[config.mk]
export PLATFORM = sky130hd
export DESIGN_NAME = i2c_wo_regslave
export DESIGN_NICKNAME = d
export VERILOG_FILES = /design/src/rtl/i2cw_pkg.sv /design/src/rtl/i2cw_sync.sv /design/src/rtl/i2cw_ctrl.sv /design/src/rtl/i2cw_regs.sv /design/src/rtl/i2c_wo_regslave.sv
export SDC_FILE = /design/constraint.sdc
export NUM_CORES = 1
export LEC_CHECK = 0
export ABC_AREA = 1
export ABC_CLOCK_PERIOD_IN_PS = 1700
export BUFFER_PORTS_ARGS = -buffer_cell sky130_fd_sc_hd__clkbuf_2
export CORE_MARGIN = 8
export CORE_UTILIZATION = 52
export CTS_BUF_LIST = sky130_fd_sc_hd__clkbuf_8
export DETAILED_ROUTE_END_ITERATION = 12
export PLACE_DENSITY = 0.75
export SYNTH_ARGS = -nofsm -noshare
export SYNTH_HDL_FRONTEND = slang
export SYNTH_SLANG_ARGS = --single-unit
export TNS_END_PERCENT = 20
[constraint.sdc]
create_clock -name clk -period 1.7 [get_ports clk]
set_input_delay 0.51 -clock clk [delete_from_list [all_inputs] [get_ports clk]]
set_output_delay 0.51 -clock clk [all_outputs]
set_load 0.01 [all_outputs]
[src/rtl/i2cw_pkg.sv]
package i2cw_pkg;
  localparam int unsigned BYTE_W = 8;

  typedef enum logic [2:0] {
    PH_IDLE,
    PH_ADDR,
    PH_SUB,
    PH_DATA,
    PH_ACK_ADDR,
    PH_ACK_SUB,
    PH_ACK_DATA
  } phase_t;

  typedef struct packed {
    logic              loadSub;
    logic              writeData;
    logic [BYTE_W-1:0] rxByte;
  } strobe_t;
endpackage

[src/rtl/i2cw_sync.sv]
module i2cw_sync #(
  parameter int unsigned STAGES = 2
) (
  input  logic clk,
  input  logic rstN,
  input  logic din,
  output logic dout
);
  logic [STAGES-1:0] chain;

  always_ff @(posedge clk or negedge rstN) begin
    if (!rstN) chain <= '1;
    else       chain <= {chain[STAGES-2:0], din};
  end

  assign dout = chain[STAGES-1];
endmodule

[src/rtl/i2cw_ctrl.sv]
module i2cw_ctrl
  import i2cw_pkg::*;
#(
  parameter int unsigned SYNC_STAGES = 2
) (
  input  logic       clk,
  input  logic       rstN,
  input  logic       sclIn,
  input  logic       sdaIn,
  input  logic [6:0] devAddr,
  input  logic       inRange,
  output strobe_t    strobe,
  output logic       sdaPullLow
);
  localparam int unsigned CNT_W = $clog2(BYTE_W + 1);

  logic sclS, sdaS, sclQ, sdaQ;
  logic sclRise, sclFall, startDet, stopDet;
  phase_t phase;
  logic [CNT_W-1:0] bitCnt;
  logic [BYTE_W-1:0] shiftReg;
  logic ackDrive;
  logic byteFull;

  i2cw_sync #(.STAGES(SYNC_STAGES)) uSyncScl (.clk(clk), .rstN(rstN), .din(sclIn), .dout(sclS));
  i2cw_sync #(.STAGES(SYNC_STAGES)) uSyncSda (.clk(clk), .rstN(rstN), .din(sdaIn), .dout(sdaS));

  always_ff @(posedge clk or negedge rstN) begin
    if (!rstN) begin
      sclQ <= 1'b1;
      sdaQ <= 1'b1;
    end else begin
      sclQ <= sclS;
      sdaQ <= sdaS;
    end
  end

  assign sclRise  = sclS & ~sclQ;
  assign sclFall  = ~sclS & sclQ;
  assign startDet = sclS & sclQ & sdaQ & ~sdaS;
  assign stopDet  = sclS & sclQ & ~sdaQ & sdaS;
  assign byteFull = (bitCnt == CNT_W'(BYTE_W));

  always_ff @(posedge clk or negedge rstN) begin
    if (!rstN) begin
      phase    <= PH_IDLE;
      bitCnt   <= '0;
      shiftReg <= '0;
      ackDrive <= 1'b0;
      strobe   <= '0;
    end else begin
      strobe.loadSub   <= 1'b0;
      strobe.writeData <= 1'b0;
      if (startDet) begin
        phase    <= PH_ADDR;
        bitCnt   <= '0;
        ackDrive <= 1'b0;
      end else if (stopDet) begin
        phase    <= PH_IDLE;
        bitCnt   <= '0;
        ackDrive <= 1'b0;
      end else begin
        unique case (phase)
          PH_ADDR, PH_SUB, PH_DATA: begin
            if (sclRise && !byteFull) begin
              shiftReg <= {shiftReg[BYTE_W-2:0], sdaS};
              bitCnt   <= bitCnt + 1'b1;
            end else if (sclFall && byteFull) begin
              strobe.rxByte <= shiftReg;
              if (phase == PH_ADDR) begin
                if (shiftReg[7:1] == devAddr && !shiftReg[0]) begin
                  ackDrive <= 1'b1;
                  phase    <= PH_ACK_ADDR;
                end else begin
                  phase <= PH_IDLE;
                end
              end else if (phase == PH_SUB) begin
                ackDrive       <= 1'b1;
                strobe.loadSub <= 1'b1;
                phase          <= PH_ACK_SUB;
              end else if (inRange) begin
                ackDrive         <= 1'b1;
                strobe.writeData <= 1'b1;
                phase            <= PH_ACK_DATA;
              end else begin
                phase <= PH_IDLE;
              end
            end
          end
          PH_ACK_ADDR, PH_ACK_SUB, PH_ACK_DATA: begin
            if (sclFall) begin
              ackDrive <= 1'b0;
              bitCnt   <= '0;
              phase    <= (phase == PH_ACK_ADDR) ? PH_SUB : PH_DATA;
            end
          end
          default: ;
        endcase
      end
    end
  end

  assign sdaPullLow = ackDrive;

  AST_ACK_STARTS_LOW: assert property (@(posedge clk) disable iff (!rstN)
    $rose(sdaPullLow) |-> !sclS);
  AST_ACK_HELD_HIGH: assert property (@(posedge clk) disable iff (!rstN)
    (sdaPullLow && sclS && !startDet && !stopDet) |=> sdaPullLow);
  AST_READ_REFUSED: assert property (@(posedge clk) disable iff (!rstN)
    (phase == PH_ADDR && sclFall && byteFull && shiftReg[0]) |=> !sdaPullLow);
  AST_IDLE_SILENT: assert property (@(posedge clk) disable iff (!rstN)
    (phase == PH_IDLE && !startDet) |=> !strobe.writeData && !strobe.loadSub);
endmodule

[src/rtl/i2cw_regs.sv]
module i2cw_regs
  import i2cw_pkg::*;
#(
  parameter int unsigned REG_COUNT = 4
) (
  input  logic       clk,
  input  logic       rstN,
  input  strobe_t    strobe,
  output logic       inRange,
  output logic [7:0] cutoffCode,
  output logic [5:0] inputType,
  output logic       bypassEn,
  output logic       powerDown,
  output logic       halfCutoff,
  output logic [5:0] gainMain,
  output logic [5:0] gainAux
);
  localparam int unsigned IDX_W = $clog2(REG_COUNT);

  logic [BYTE_W-1:0] regFile [REG_COUNT];
  logic [BYTE_W-1:0] ptr;
  logic [REG_COUNT*BYTE_W-1:0] regsFlat;

  assign inRange = (ptr < BYTE_W'(REG_COUNT));

  always_ff @(posedge clk or negedge rstN) begin
    if (!rstN) begin
      ptr <= '0;
      for (int i = 0; i < REG_COUNT; i++) regFile[i] <= '0;
    end else begin
      if (strobe.loadSub) begin
        ptr <= strobe.rxByte;
      end else if (strobe.writeData && inRange) begin
        ptr <= ptr + 1'b1;
        for (int i = 0; i < REG_COUNT; i++)
          if (ptr[IDX_W-1:0] == IDX_W'(i)) regFile[i] <= strobe.rxByte;
      end
    end
  end

  for (genvar g = 0; g < REG_COUNT; g++) begin : gFlat
    assign regsFlat[g*BYTE_W +: BYTE_W] = regFile[g];
  end

  assign cutoffCode = regFile[0];
  assign inputType  = regFile[1][7:2];
  assign bypassEn   = regFile[1][1];
  assign powerDown  = regFile[2][7];
  assign halfCutoff = regFile[2][6];
  assign gainMain   = regFile[2][5:0];
  assign gainAux    = regFile[3][5:0];

  AST_PTR_STEP: assert property (@(posedge clk) disable iff (!rstN)
    (strobe.writeData && inRange) |=> ptr == $past(ptr) + 8'd1);
  AST_PTR_LOAD: assert property (@(posedge clk) disable iff (!rstN)
    strobe.loadSub |=> ptr == $past(strobe.rxByte));
  AST_NO_STORE_PAST_END: assert property (@(posedge clk) disable iff (!rstN)
    (strobe.writeData && !inRange) |=> $stable(regsFlat));
  AST_QUIET_HOLD: assert property (@(posedge clk) disable iff (!rstN)
    !strobe.writeData |=> $stable(regsFlat));
endmodule

[src/rtl/i2c_wo_regslave.sv]
module i2c_wo_regslave
  import i2cw_pkg::*;
#(
  parameter int unsigned SYNC_STAGES = 2,
  parameter int unsigned REG_COUNT   = 4,
  parameter logic [6:0]  ADDR_BASE   = 7'h48
) (
  input  logic       clk,
  input  logic       rstN,
  input  logic       sclIn,
  input  logic       sdaIn,
  input  logic [1:0] addrSel,
  output logic       sdaPullLow,
  output logic [7:0] cutoffCode,
  output logic [5:0] inputType,
  output logic       bypassEn,
  output logic       powerDown,
  output logic       halfCutoff,
  output logic [5:0] gainMain,
  output logic [5:0] gainAux
);
  logic [6:0] devAddr;
  logic       inRange;
  strobe_t    strobe;

  always_comb begin
    unique case (addrSel)
      2'b00:   devAddr = ADDR_BASE;
      2'b01:   devAddr = ADDR_BASE + 7'd1;
      default: devAddr = ADDR_BASE + 7'd2;
    endcase
  end

  i2cw_ctrl #(.SYNC_STAGES(SYNC_STAGES)) uCtrl (
    .clk(clk), .rstN(rstN), .sclIn(sclIn), .sdaIn(sdaIn),
    .devAddr(devAddr), .inRange(inRange), .strobe(strobe), .sdaPullLow(sdaPullLow)
  );

  i2cw_regs #(.REG_COUNT(REG_COUNT)) uRegs (
    .clk(clk), .rstN(rstN), .strobe(strobe), .inRange(inRange),
    .cutoffCode(cutoffCode), .inputType(inputType), .bypassEn(bypassEn),
    .powerDown(powerDown), .halfCutoff(halfCutoff), .gainMain(gainMain), .gainAux(gainAux)
  );
endmodule

==> flow_summary.toml <==
[place]
gp_congestion = 0.910
pre_cts_slack_ns = -0.00356
io_buffers = 35
dpl.hpwl_mm = 4.26

[floorplanning]
io_pins = 36
chipHeight_um = 91.8
rows = 27
dieArea_um2 = 8430
core_area_um2 = 5540
initial_core_util_pct = 53.9
die_w_um = 91.8

[timing]
clock_skew_ns = 0.00659
finalHoldViolCount = 0
setup_viol = 0
min_period_ns = 1.68
final-max-slew-violation-count = 0
fin_tns_setup_ns = 0
timing.final.ws_setup_ns = 0.0159
fin_crit_sh_pct = 99.1
rsz0062_at_grt = "yes"
worst_pin_slew_ns = 0.350
holdWs_ns = 0.178
max_freq_mhz = 594
max_slew_margin_pct = 76.7

[yosys]
synthTopCellsByCount = "nand2_1, dfrtp_1, inv_1"
synthDominantCellAreaShare_pct = 52.8
yosysUniqueCellTypes = 29
synth_cells = 320
ys_warn_count = 0
muxShareOfSynthArea_pct = 0
syn_avg_cell_area_um2 = 9.34
synth_top_family_by_area = "simple AND/OR/NAND/NOR gates"
netlist_area_um2 = 2990
ys_async_sr_fraction_pct = 100
ys.flop_type = "dfrtp_1"
ys_ff_latch = 69
yosysMostFrequentCell = "nand2_1"
synth_fa_ha_area_share_pct = 2.51
synthTopCellsByArea = "dfrtp_1, nand2_1, dfstp_2"
synthXorXnorAreaFrac_pct = 0.586
synth_top_area_cell = "dfrtp_1"
synth_compound_area_share_pct = 11.8
synth_edf_count = 0
syn_nets = 332
yosysSeqAreaShare_pct = 58.0
synthSimpleGateAreaFrac_pct = 21.4

[setup_path]
startpoint_type = "flip-flop"
r2r-end = "uCtrl.bitCnt[0]"
critPathKind = "reg -> reg"
r2r_cells = 9
crit_chain = "nand2_4 -> nor2_4 -> nor2_2 -> nand2_2 -> nand2_4 -> nor2_8 -> buf_4 -> nand3_1 -> o21ai_0"
worstSetupEndpointType = "flip-flop"
cp_common_cell = "nand2_4"
cp_slowest_cell = "dfstp_2"
slowest_delay_ns = 0.58
r2r_start = "uCtrl.uSyncScl.chain[1]"
critPathMaxFanout = 7
critical_path_arrival_ns = 1.94
crit_required_ns = 1.96
r2r_setup_slack_ns = 0.02

[cells_and_area]
layout.nets = 387
layout-drive-gt1-share_pct = 30.1
fill_cells = 440
post-route-util_pct = 65.9
diodes = 0
ff_latch_area_um2 = 1730
area_delta_synth_final_pct = 22.2
multiInputGateArea_um2 = 1190

[power_and_ir_drop]
clkPwrFrac_pct = 24.6
power_switching_uw = 1860
leakagePower_uw = 0.00177
sw_frac_of_total_pct = 36.9
ir_drop_mv = 0.994
powerDensity_nw_per_um2 = 1380
internal_power_uw = 3180
pwr-share-comb_pct = 35.0
p_seq_share_pct = 40.3

[detailed_routing]
dr.pass1.iters = 4
totalWireLength_mm = 6.30
post_drt_via_cell_ratio = 5.08
final_antenna_net_count = 0
drc = 0
drt-initial-drc-count = 96
wire_per_inst_um = 14.0
num_vias = 2292

[cts]
ctsLongestPathBuffers = 2
cts-root-buf = "clkbuf_8"
htree_levels = 3
cts_tree = "yes"
clk_pin_slew_ns = 0.07
cts.sinks = 69
cts_buffers = 9
clk-insertion-delay-late_ns = 0.34
ctsHoldBuffers = 0

[grt]
grt_overflow = 0
grt_pass1_wl_mm = 9.90
grt_start_max_net_pins = 70
antenna_found_initial = 0
gr-usage-all-layers_pct = 14.7
grt_pass1_vias = 2153

[run_status]
status = "finished clean"

[min_path]
hold_class = "in -> async"

[run]
cap_violations = 0
-- layout make-up --
cell class	count	share of cell area, %
clock buffers	9	3.39
repair buffers	49	8.70
inverters	36	3.70
multi-input cells	210	32.7
clock inverters	6	1.58
flip-flops and latches	69	47.5
well taps	72	2.47
-- worst max-delay path: cells and delay by family (launching register included) --
family	cells	cell delay (ns)
and+or+nand+nor	7	0.78
DFF	1	0.58
buffers and inverters	1	0.15
AOI/OAI and AO/OA	1	0.08
-- cells by family after synthesis --
family,count (synthesis)
DFF,69
adders and majority gates,6
AOI/OAI and AO/OA,63
and+or+nand+nor,138
xor gates and xnor gates,2
buffers and inverters,42
-- registers in the layout, indices dropped and copies added, names as in the netlist --
name and flops:
uCtrl.bitCnt 4, uCtrl.uSyncSda.chain 2, uCtrl.sdaQ 1, uCtrl.phase 3, uCtrl.sclQ 1, uRegs.powerDown 1, uCtrl.shiftReg 8, uCtrl.strobe 10
uRegs.inputType 6, uRegs.gainMain 6, uCtrl.sdaPullLow 1, uRegs.gainAux 6, uRegs.halfCutoff 1, uRegs.cutoffCode 8, uRegs.bypassEn 1, uRegs.ptr 8
uCtrl.uSyncScl.chain 2
-- layer usage --
metal | GRT usage, % | wire length [um] | vias up
met5 | 0 | 0 | -
met1 | 16.6 | 2670 | 1080
met4 | 6.98 | 159 | 0
li1 | - | - | 1136
met2 | 24.2 | 3070 | 62
met3 | 5.30 | 399 | 14
-- worst max-delay path by stage --
stage                   endpoint                     from  cells after the start
2_1_floorplan  uCtrl.shiftReg[5]  uCtrl.uSyncScl.chain[1]                     10
3_3_place_gp    uCtrl.sdaPullLow          uCtrl.bitCnt[0]                     10
6_report         uCtrl.bitCnt[0]  uCtrl.uSyncScl.chain[1]                      9
3_5_place_dp   uCtrl.shiftReg[0]          uCtrl.bitCnt[0]                     10
4_1_cts        uCtrl.shiftReg[0]  uCtrl.uSyncScl.chain[1]                      9
5_1_grt          uCtrl.bitCnt[0]  uCtrl.uSyncScl.chain[1]                      9
-- placed cells by master, fill, tap and decap left out, drive strengths merged, types with 3 or more instances in the layout --
cell type  instances
nand2             92
ha                 6
nor3               3
buf               15
o21ai             54
nor2              29
nand3             12
inv               38
dfstp              6
dfrtp             63
clkbuf            43
a21oi              6
-- stage by stage --
stage / area [um2] / total power [uW] / cells
floorplan: 2990 / 3070 / 320
global placement: 3290 / 3320 / 427
detailed placement: 3290 / 3370 / 427
CTS: 3480 / 4680 / 442
global route: 3650 / 5320 / 451
finish: 3650 / 5030 / 451
-- power by group through the flow --
stage               logic (uW)  clock network (uW)  registers [uW]
global placement          1280                   0            2040
floorplan                 1050                   0            2010
global route              1920                1350            2050
detailed placement        1320                   0            2040
finish                    1760                1240            2030
CTS                       1400                1270            2010
-- timing repair --
action | in CTS | in global routing
buffers inserted | 0 | 8
cloned | 0 | 1
pin swaps | 1 | 8
setup endpoints to repair | 6 | 45
gates resized for setup | 3 | 24
No activity file was read; power rests on OpenSTA's default activity.
